**src/rtl/trip_pkg.sv**
```systemverilog
package trip_pkg;
  localparam int TRIP_CH = 3;

  // control -> datapath strobes
  typedef struct packed {
    logic [TRIP_CH-1:0] capture;  // sample this channel's trip state
    logic [TRIP_CH-1:0] armed;    // channel allowed to trip
    logic               flush;    // clear all trip states
  } trip_cmd_t;
endpackage

```
**src/rtl/trip_code_conv.sv**
```systemverilog
module trip_code_conv #(
  parameter int CODE_W = 10,
  parameter int FRAC_W = 2
) (
  input  logic              [CODE_W-1:0] code,
  input  logic                           modeOffset,
  output logic signed       [CODE_W:0]   value
);
  localparam int SW       = CODE_W + 1;
  localparam int OFFSET_Q = 64 << FRAC_W;

  always_comb begin
    if (modeOffset) value = $signed({1'b0, code}) - $signed(SW'(OFFSET_Q));
    else            value = $signed({code[CODE_W-1], code});
  end
endmodule

```
**src/rtl/trip_control.sv**
```systemverilog
module trip_control
  import trip_pkg::*;
#(
  parameter int EN_LSB     = 5,
  parameter int GLOBAL_BIT = 1
) (
  input  logic [TRIP_CH-1:0] updStrobe,
  input  logic [7:0]         chanCfg,
  input  logic [7:0]         ctrlCfg,
  output trip_cmd_t          cmd
);
  logic globalOn;
  logic unusedCfgBits;

  assign globalOn      = ctrlCfg[GLOBAL_BIT];
  assign unusedCfgBits = ^{chanCfg, ctrlCfg};

  always_comb begin
    cmd.flush   = ~globalOn;
    cmd.capture = updStrobe & {TRIP_CH{globalOn}};
    cmd.armed   = chanCfg[EN_LSB +: TRIP_CH] & {TRIP_CH{globalOn}};
  end
endmodule

```
**src/rtl/trip_datapath.sv**
```systemverilog
module trip_datapath
  import trip_pkg::*;
#(
  parameter int CODE_W = 10,
  parameter int FRAC_W = 2
) (
  input  logic                       clk,
  input  logic                       rstN,
  input  logic [TRIP_CH*CODE_W-1:0]  tempBus,
  input  logic [TRIP_CH*CODE_W-1:0]  limitBus,
  input  logic                       modeOffset,
  input  trip_cmd_t                  cmd,
  output logic                       alarmN
);
  localparam int SW       = CODE_W + 1;
  localparam int OFFSET_Q = 64 << FRAC_W;
  localparam int HALF_Q   = 1 << (CODE_W - 1);
  localparam logic signed [SW-1:0] FLOOR_OFF = SW'(-OFFSET_Q);
  localparam logic signed [SW-1:0] FLOOR_TWO = SW'(-HALF_Q);

  logic signed [SW-1:0] floorVal;
  logic [TRIP_CH-1:0]   overLimit;
  logic [TRIP_CH-1:0]   floorHit;
  logic [TRIP_CH-1:0]   tripState;

  assign floorVal = modeOffset ? FLOOR_OFF : FLOOR_TWO;

  for (genvar g = 0; g < TRIP_CH; g++) begin : g_chan
    logic signed [SW-1:0] tempVal;
    logic signed [SW-1:0] limitVal;

    trip_code_conv #(.CODE_W(CODE_W), .FRAC_W(FRAC_W)) u_tempConv (
      .code      (tempBus[g*CODE_W +: CODE_W]),
      .modeOffset(modeOffset),
      .value     (tempVal)
    );
    trip_code_conv #(.CODE_W(CODE_W), .FRAC_W(FRAC_W)) u_limitConv (
      .code      (limitBus[g*CODE_W +: CODE_W]),
      .modeOffset(modeOffset),
      .value     (limitVal)
    );

    assign overLimit[g] = tempVal > limitVal;
    assign floorHit[g]  = limitVal <= floorVal;
  end

  always_ff @(posedge clk or negedge rstN) begin
    if (!rstN) begin
      tripState <= '0;
    end else if (cmd.flush) begin
      tripState <= '0;
    end else begin
      for (int i = 0; i < TRIP_CH; i++) begin
        if (cmd.capture[i])
          tripState[i] <= cmd.armed[i] & overLimit[i] & ~floorHit[i];
      end
    end
  end

  assign alarmN = ~|tripState;
endmodule

```
**src/rtl/thermal_trip_ctrl.sv**
```systemverilog
module thermal_trip_ctrl
  import trip_pkg::*;
#(
  parameter int CODE_W     = 10,
  parameter int FRAC_W     = 2,
  parameter int EN_LSB     = 5,
  parameter int GLOBAL_BIT = 1
) (
  input  logic                      clk,
  input  logic                      rstN,
  input  logic [TRIP_CH*CODE_W-1:0] tempBus,
  input  logic [TRIP_CH*CODE_W-1:0] limitBus,
  input  logic [TRIP_CH-1:0]        updStrobe,
  input  logic [7:0]                chanCfg,
  input  logic [7:0]                ctrlCfg,
  input  logic                      modeOffset,
  output logic                      alarmN
);
  trip_cmd_t cmd;

  trip_control #(.EN_LSB(EN_LSB), .GLOBAL_BIT(GLOBAL_BIT)) u_control (
    .updStrobe(updStrobe),
    .chanCfg  (chanCfg),
    .ctrlCfg  (ctrlCfg),
    .cmd      (cmd)
  );

  trip_datapath #(.CODE_W(CODE_W), .FRAC_W(FRAC_W)) u_datapath (
    .clk       (clk),
    .rstN      (rstN),
    .tempBus   (tempBus),
    .limitBus  (limitBus),
    .modeOffset(modeOffset),
    .cmd       (cmd),
    .alarmN    (alarmN)
  );
endmodule

```
**config.mk**
```make
export PLATFORM = sky130hd
export DESIGN_NAME = thermal_trip_ctrl
export DESIGN_NICKNAME = d
export VERILOG_FILES = /design/src/rtl/trip_pkg.sv /design/src/rtl/trip_code_conv.sv /design/src/rtl/trip_control.sv /design/src/rtl/trip_datapath.sv /design/src/rtl/thermal_trip_ctrl.sv
export SDC_FILE = /design/constraint.sdc
export NUM_CORES = 1
export LEC_CHECK = 0
export CORE_MARGIN = 2
export CORE_UTILIZATION = 43
export CTS_CLUSTER_DIAMETER = 120
export DETAILED_ROUTE_END_ITERATION = 10
export PLACE_DENSITY = 0.83
export SYNTH_ARGS = -nofsm -noshare
export SYNTH_HDL_FRONTEND = slang
export SYNTH_HIERARCHICAL = 1
export SYNTH_SLANG_ARGS = --single-unit
export TNS_END_PERCENT = 100
```
**constraint.sdc**
```tcl
create_clock -name clk -period 1.5 [get_ports clk]
set_input_delay 0.3 -clock clk [delete_from_list [all_inputs] [get_ports clk]]
set_output_delay 0.3 -clock clk [all_outputs]
set_load 0.005 [all_outputs]
```
==> results.md, run 1 <==
- Fin crit period: 1.963 ns
- Main synth FF type: dfrtp_1
- Io pins: 83
- Via count: 2026
- Routed length per instance: 17.77 um
- Crit path capture type: flip-flop
- First-pass GRT wire length: 7803 um
- Gr usage total: 21.46%
- DP Area: 2592 sq um
- Syn Std Cell Area: 1812 sq um
- Share of the synthesized area in the top cell type: 29.01%
- Clock sinks: 3
- Root buffer cell: clkbuf_8
- Initial antenna violation count: 0
- Chip width: 68.91 um
- Cell variety after synth: 36
- Cells after DPL: 359
- Gr ovfl total: 0
- Vias in the first global route: 1943
- Die area: 4749 sq um
- Hold-fix buffers, CTS: 0
- Total wire length: 6717 um
- Synth Instances: 258
- Antenna Cells: 0
- Number of max-cap violations: 0
- Core ar.: 4029 sq um
- Failing checks: negative setup slack
- Status: finished with violations
- Post-synthesis sequential area ratio: 4.144%
- Count leader, synth: inv_1
- Syn nets: 382
- Slew HR: 58.82%
- Critical path required time: 1.59 ns
- Worst-skew pair later-pin latency: 0.21 ns
- Htree depth: 1
- Max Root-Sink Buffers: 2
- Final hold vios: 0
- Worst Skew: 0 ns
- Effective utilization at floorplan: 44.97%
- Biggest regs: u_datapath/tripState (3)
- Post-route ant nets: 0
- Final setup violation count: 3
- Layout area overhead: 79.76%
- Slew Viols, Final: 0
- Drt pass-1 iters: 4
- Total Nets Final: 453
- Synth top area cells: ha_1 29%, buf_4 20%, inv_1 11%
- Remaining routing DRC violations: 0
- Tot Pwr: 1.364 mW
- Largest register FFs: 3
- Number of enable flip-flop cells after synthesis: 0
- Avg Inst Size Synth: 7.022 sq um
- VDD IR-drop max: 310.1 uV
- Async S/R FF share, synth: 100.0%
- Crit path from: limitBus[18]
- Post-route setup slack: -0.4634 ns
- Dpl hpwl: 3498 um
- Worst setup SP type: input pin
- Post-layout instance area: 3257 sq um
- Clock buffer count from CTS: 3
- Die Y: 68.91 um
- Layout cells sized above 1: 43.60%
- CP max FO: 3
- Yosys top cell by area: ha_1
- DRT iter0 DRCs: 66
- Post-DR vias/cell: 5.360
- Reg2reg start: u_datapath/tripState[1]$_DFFE_PN0P_
- Ys Warns: 6
- Buffers added on ports: 70
- Synth top cells by count: 52 x inv_1, 48 x buf_4, 42 x ha_1
- Number of synthesized register bits: 3
- WP data arrival: 2.06 ns
- RSZ-0062 raised after global routing: yes
- Pwr dens: 418.7 nW/um^2
- Tightest Pin Transition: 0.6164 ns
- LEAKAGE: 1.565 nW
- Largest net degree at the start of global routing: 10
- # rows: 23
- Worst min-delay path class: input pin to async pin
- Most flops, register: u_datapath/tripState
- F_max: 509.3 MHz
- TritonCTS clock tree: built
- Setup CP Type: input pin to flip-flop
- RePlAce Congestion: 0.7859
- Ratio of final minimum period to clock period: 130.9%
- Finished Layout Cells: 378
- Clk slew on worst S/H paths: 0.03 ns
-- what timing repair did --
item | CTS | global route
cloned | 1 | 0
setup buffers | 12 | 6
gates resized for setup | 97 | 82
pin swaps | 29 | 41
setup endpoints to repair | 4 | 3
-- layout make-up --
class | count | area, sq um
flip-flops and latches | 3 | 75.07
well taps | 50 | 62.56
multi-input cells | 155 | 1724
repair buffers | 114 | 1117
clock buffers | 4 | 45.04
fillers | 221 | 772.0
inverters | 52 | 232.7
-- metal layers --
layer	share of wire, %	wire (um)	vias to the layer above	GRT usage [%]
met5	0	0	-	0
met4	3.5	233	0	6.618
met3	6.6	446	25	4.221
met2	53	3553	89	43.87
met1	37	2483	958	21.23
li1	-	-	954	-
-- logic make-up (layout without fill, tap and decap cells) --
logic type / count (synthesis) / after routing / share of synthesized area, %
buffers and inverters: 100 / 170 / 30.66
and+or+nand+nor: 65 / 65 / 18.85
adders and majority gates: 42 / 42 / 29.01
AOI/OAI and AO/OA: 42 / 42 / 14.43
xor gates and xnor gates: 6 / 6 / 2.901
DFF: 3 / 3 / 4.144
-- power breakdown --
group / switching, mW / internal, mW / total (mW) / leakage [nW]
combinational: 0.470 / 0.578 / 1.05 / 1.50
clock: 0.0499 / 0.181 / 0.231 / 0.0228
sequential: 0.00122 / 0.0836 / 0.0848 / 0.0416
total: 0.521 / 0.843 / 1.36 / 1.56
-- layout by cell type (no fill, tap or decap), types with 9 or more instances in the layout --
master,synthesis,routed
clkdlybuf4s50_1,0,40
inv_2,0,16
dlymetal6s2s_1,0,16
inv_1,52,29
nand2_1,11,9
buf_4,48,36
buf_6,0,11
nor2_1,16,12
ha_4,0,21
ha_1,42,20
-- final timing paths --
check | endpoint | slack [ns] | depth (start not counted)
setup / recovery | u_datapath/tripState[1]$_DFFE_PN0P_ | -0.46 | 11
hold / removal | u_datapath/tripState[1]$_DFFE_PN0P_ | 0.28 | 1
setup reg to reg | u_datapath/tripState[1]$_DFFE_PN0P_ | 0.06 | 4
hold reg to reg | u_datapath/tripState[0]$_DFFE_PN0P_ | 0.58 | 2
max in group asynchronous | u_datapath/tripState[2]$_DFFE_PN0P_ | 1.06 | 1
min in group clk | u_datapath/tripState[0]$_DFFE_PN0P_ | 0.58 | 2
-- critical path: stages --
cell and delay [ns]:
buf_12 0.10, inv_12 0.03, ha_4 0.23, a21oi_2 0.14, inv_2 0.07, ha_4 0.29, nand4_1 0.19, nor3_1 0.23
and4b_1 0.22, o32a_1 0.16, o31a_1 0.10
-- per-stage QoR --
stage / hold WS, ns / setup WS, ns / utilization [%] / TNS (ns)
after floorplan: 0.004409 / -0.4719 / - / -0.9046
after global placement: 0.5022 / -1.124 / 64.35 / -3.133
after detailed placement: 0.4997 / -1.147 / 64.35 / -3.258
after CTS: 0.2806 / -0.4638 / 73.82 / -1.179
after global routing: 0.2858 / -0.5006 / 80.84 / -1.183
final: 0.2831 / -0.4634 / 80.84 / -1.078
No activity file was read; power rests on OpenSTA's default activity.
==> run 2: changes to the inputs <==
--- a/config.mk
+++ b/config.mk
@@ -5,10 +5,11 @@
 export SDC_FILE = /design/constraint.sdc
 export NUM_CORES = 1
 export LEC_CHECK = 0
-export CORE_MARGIN = 2
+export CORE_MARGIN = 3
 export CORE_UTILIZATION = 43
 export CTS_CLUSTER_DIAMETER = 120
 export DETAILED_ROUTE_END_ITERATION = 10
+export GPL_TIMING_DRIVEN = 0
 export PLACE_DENSITY = 0.83
 export SYNTH_ARGS = -nofsm -noshare
 export SYNTH_HDL_FRONTEND = slang
==> results.md, run 2 (synthesis gave the netlist of run 1 again) <==
- R2R cell count: 5
- Final hold vios: 0
- Layout area overhead: 51.73%
- Clock sinks: 3
- Dpl hpwl: 3445 um
- Reg2reg end: u_datapath/tripState[1]$_DFFE_PN0P_
- Most flops, register: u_datapath/tripState
- Initial antenna violation count: 0
- Via count: 1803
- Setup CP Type: input pin to flip-flop
- Htree depth: 1
- Vias in the first global route: 1785
- # rows: 22
- Fin crit period: 1.882 ns
- Slew HR: 74.63%
- Clock buffer count from CTS: 3
- Worst-skew pair later-pin latency: 0.22 ns
- Buffers added on ports: 22
- Root buffer cell: clkbuf_8
- Pwr dens: 427.9 nW/um^2
- CP bufs+invs: 2
- RePlAce Congestion: 0.8558
- Reg2reg start: u_datapath/tripState[1]$_DFFE_PN0P_
- Die Y: 70.91 um
- Crit path largest cell delay: 0.48 ns
- Chip width: 70.91 um
- Commonest non-fill, non-tap cell in the layout: buf_4
- TritonCTS clock tree: built
- Tightest Pin Transition: 0.3771 ns
- Routed length per instance: 13.97 um
- Post-place setup slack: -1.928 ns
- Gr usage total: 17.81%
- Worst min-delay path class: input pin to async pin
- Antenna Cells: 0
- Commonest non-fill, non-tap cells in the layout: 63 x buf_4, 32 x inv_1, 27 x ha_1, 15 x nor2_1, 15 x ha_4
- Slowest cell on crit path: or4_4
- Status: finished with violations
- Fill count: 284
- Worst Skew: 0 ns
- CP dominant cell by count: ha_4
- WP data arrival: 2.01 ns
- Post-route ant nets: 0
- Hold-fix buffers, CTS: 0
- Largest register FFs: 3
- Post-DR vias/cell: 5.166
- Effective utilization at floorplan: 47.01%
- Worst setup SP type: input pin
- RSZ-0062 raised after global routing: yes
- Drt pass-1 iters: 4
- Total wire length: 4875 um
- Core ar.: 3854 sq um
- Reg2reg setup slack: 0.16 ns
- F_max: 531.3 MHz
- First-pass GRT wire length: 7362 um
- Post-route setup slack: -0.3820 ns
- VDD IR-drop max: 224.0 uV
- Largest net degree at the start of global routing: 18
- CP top delay family: simple AND/OR/NAND/NOR gates
- Failing checks: negative setup slack
- Critical path required time: 1.63 ns
- Hold slack: 0.2605 ns
- Biggest regs: u_datapath/tripState (3)
- Total Nets Final: 426
- Number of max-cap violations: 0
- Remaining routing DRC violations: 0
- Max Root-Sink Buffers: 2
- Die area: 5028 sq um
- LEAKAGE: 1.337 nW
- Slew Viols, Final: 0
- Worst-path cell chain: buf_2 > inv_2 > ha_4 > nand2_1 > o21ai_1 > ha_4 > and3_4 > nand4_1 > nor2_1 > or4_4 > o32ai_2
- Gr ovfl total: 0
- Clk slew on worst S/H paths: 0.03 ns
- DRT iter0 DRCs: 34
- Ratio of final minimum period to clock period: 125.5%
- CP max FO: 3
- Io pins: 83
- Layout cells sized above 1: 48.50%
- Crit path capture type: flip-flop
- Final setup violation count: 3
==> run 2: changes by cell type in the layout (fill, tap and decap cells not counted), moves of 6 or more <==
cell | before | now
buf_4 | 36 | 63
clkdlybuf4s50_1 | 40 | 7
ha_1 | 20 | 27
dlymetal6s2s_1 | 16 | 1
buf_6 | 11 | 4
ha_4 | 21 | 15
==> run 2: area by class of cell <==
class	count	area [sq um]	area share, %
timing repair buffer	39	389.1	14.16
multi-input combinational	155	1589	57.81
inverter	52	230.2	8.375
sequential	3	75.07	2.731
buffer	48	360.3	13.11
clock buffer	4	45.04	1.639
tap	48	60.06	2.185
==> run 2: stage by stage <==
| step | power (mW) | TNS, ns | area [sq um] | std cells | utilization [%] |
|---|---|---|---|---|---|
| 2_1_floorplan | 0.5039 | -0.9046 | 1972 | 258 | - |
| 3_3_place_gp | 0.6445 | -5.149 | 2252 | 328 | 58.44 |
| 3_5_place_dp | 0.6673 | -5.296 | 2252 | 328 | 58.44 |
| 4_1_cts | 1.052 | -0.9036 | 2546 | 345 | 66.07 |
| 5_1_grt | 1.275 | -0.9221 | 2749 | 349 | 71.33 |
| 6_report | 1.176 | -0.7439 | 2749 | 349 | 71.33 |
==> run 2: where the power goes <==
part / internal [mW] / total (mW) / leakage (nW) / switching (mW)
Sequential: 0.0836 / 0.0848 / 0.0416 / 0.00124
Combinational: 0.468 / 0.844 / 1.27 / 0.376
Clock: 0.182 / 0.248 / 0.0228 / 0.0653
Total: 0.734 / 1.18 / 1.34 / 0.443
==> run 2: layer usage <==
layer / GRT usage [%] / vias up / routed length [um]
li1: - / 916 / -
met1: 19.02 / 816 / 1794
met2: 33.99 / 61 / 2668
met3: 3.693 / 10 / 306
met4: 6.472 / 0 / 105
met5: 0 / - / 0
==> run 2: worst max-delay path by stage <==
stage | startpoint | endpoint | slack, ns | cells past startpoint
global route | modeOffset | u_datapath/tripState[1]$_DFFE_PN0P_ | -0.41 | 10
floorplan | limitBus[8] | u_datapath/tripState[0]$_DFFE_PN0P_ | -0.47 | 10
detailed placement | modeOffset | u_datapath/tripState[1]$_DFFE_PN0P_ | -1.93 | 9
CTS | limitBus[9] | u_datapath/tripState[0]$_DFFE_PN0P_ | -0.41 | 11
global placement | modeOffset | u_datapath/tripState[1]$_DFFE_PN0P_ | -1.88 | 9
finish | tempBus[9] | u_datapath/tripState[0]$_DFFE_PN0P_ | -0.38 | 11
==> run 2: repair_timing <==
| item | in CTS | in global routing |
|---|---|---|
| pin swaps | 25 | 19 |
| cloned | 1 | 0 |
| gates resized for setup | 98 | 40 |
| setup buffers | 12 | 4 |
| endpoints found under the setup margin | 4 | 3 |
| hold endpoints to repair | 0 | 0 |
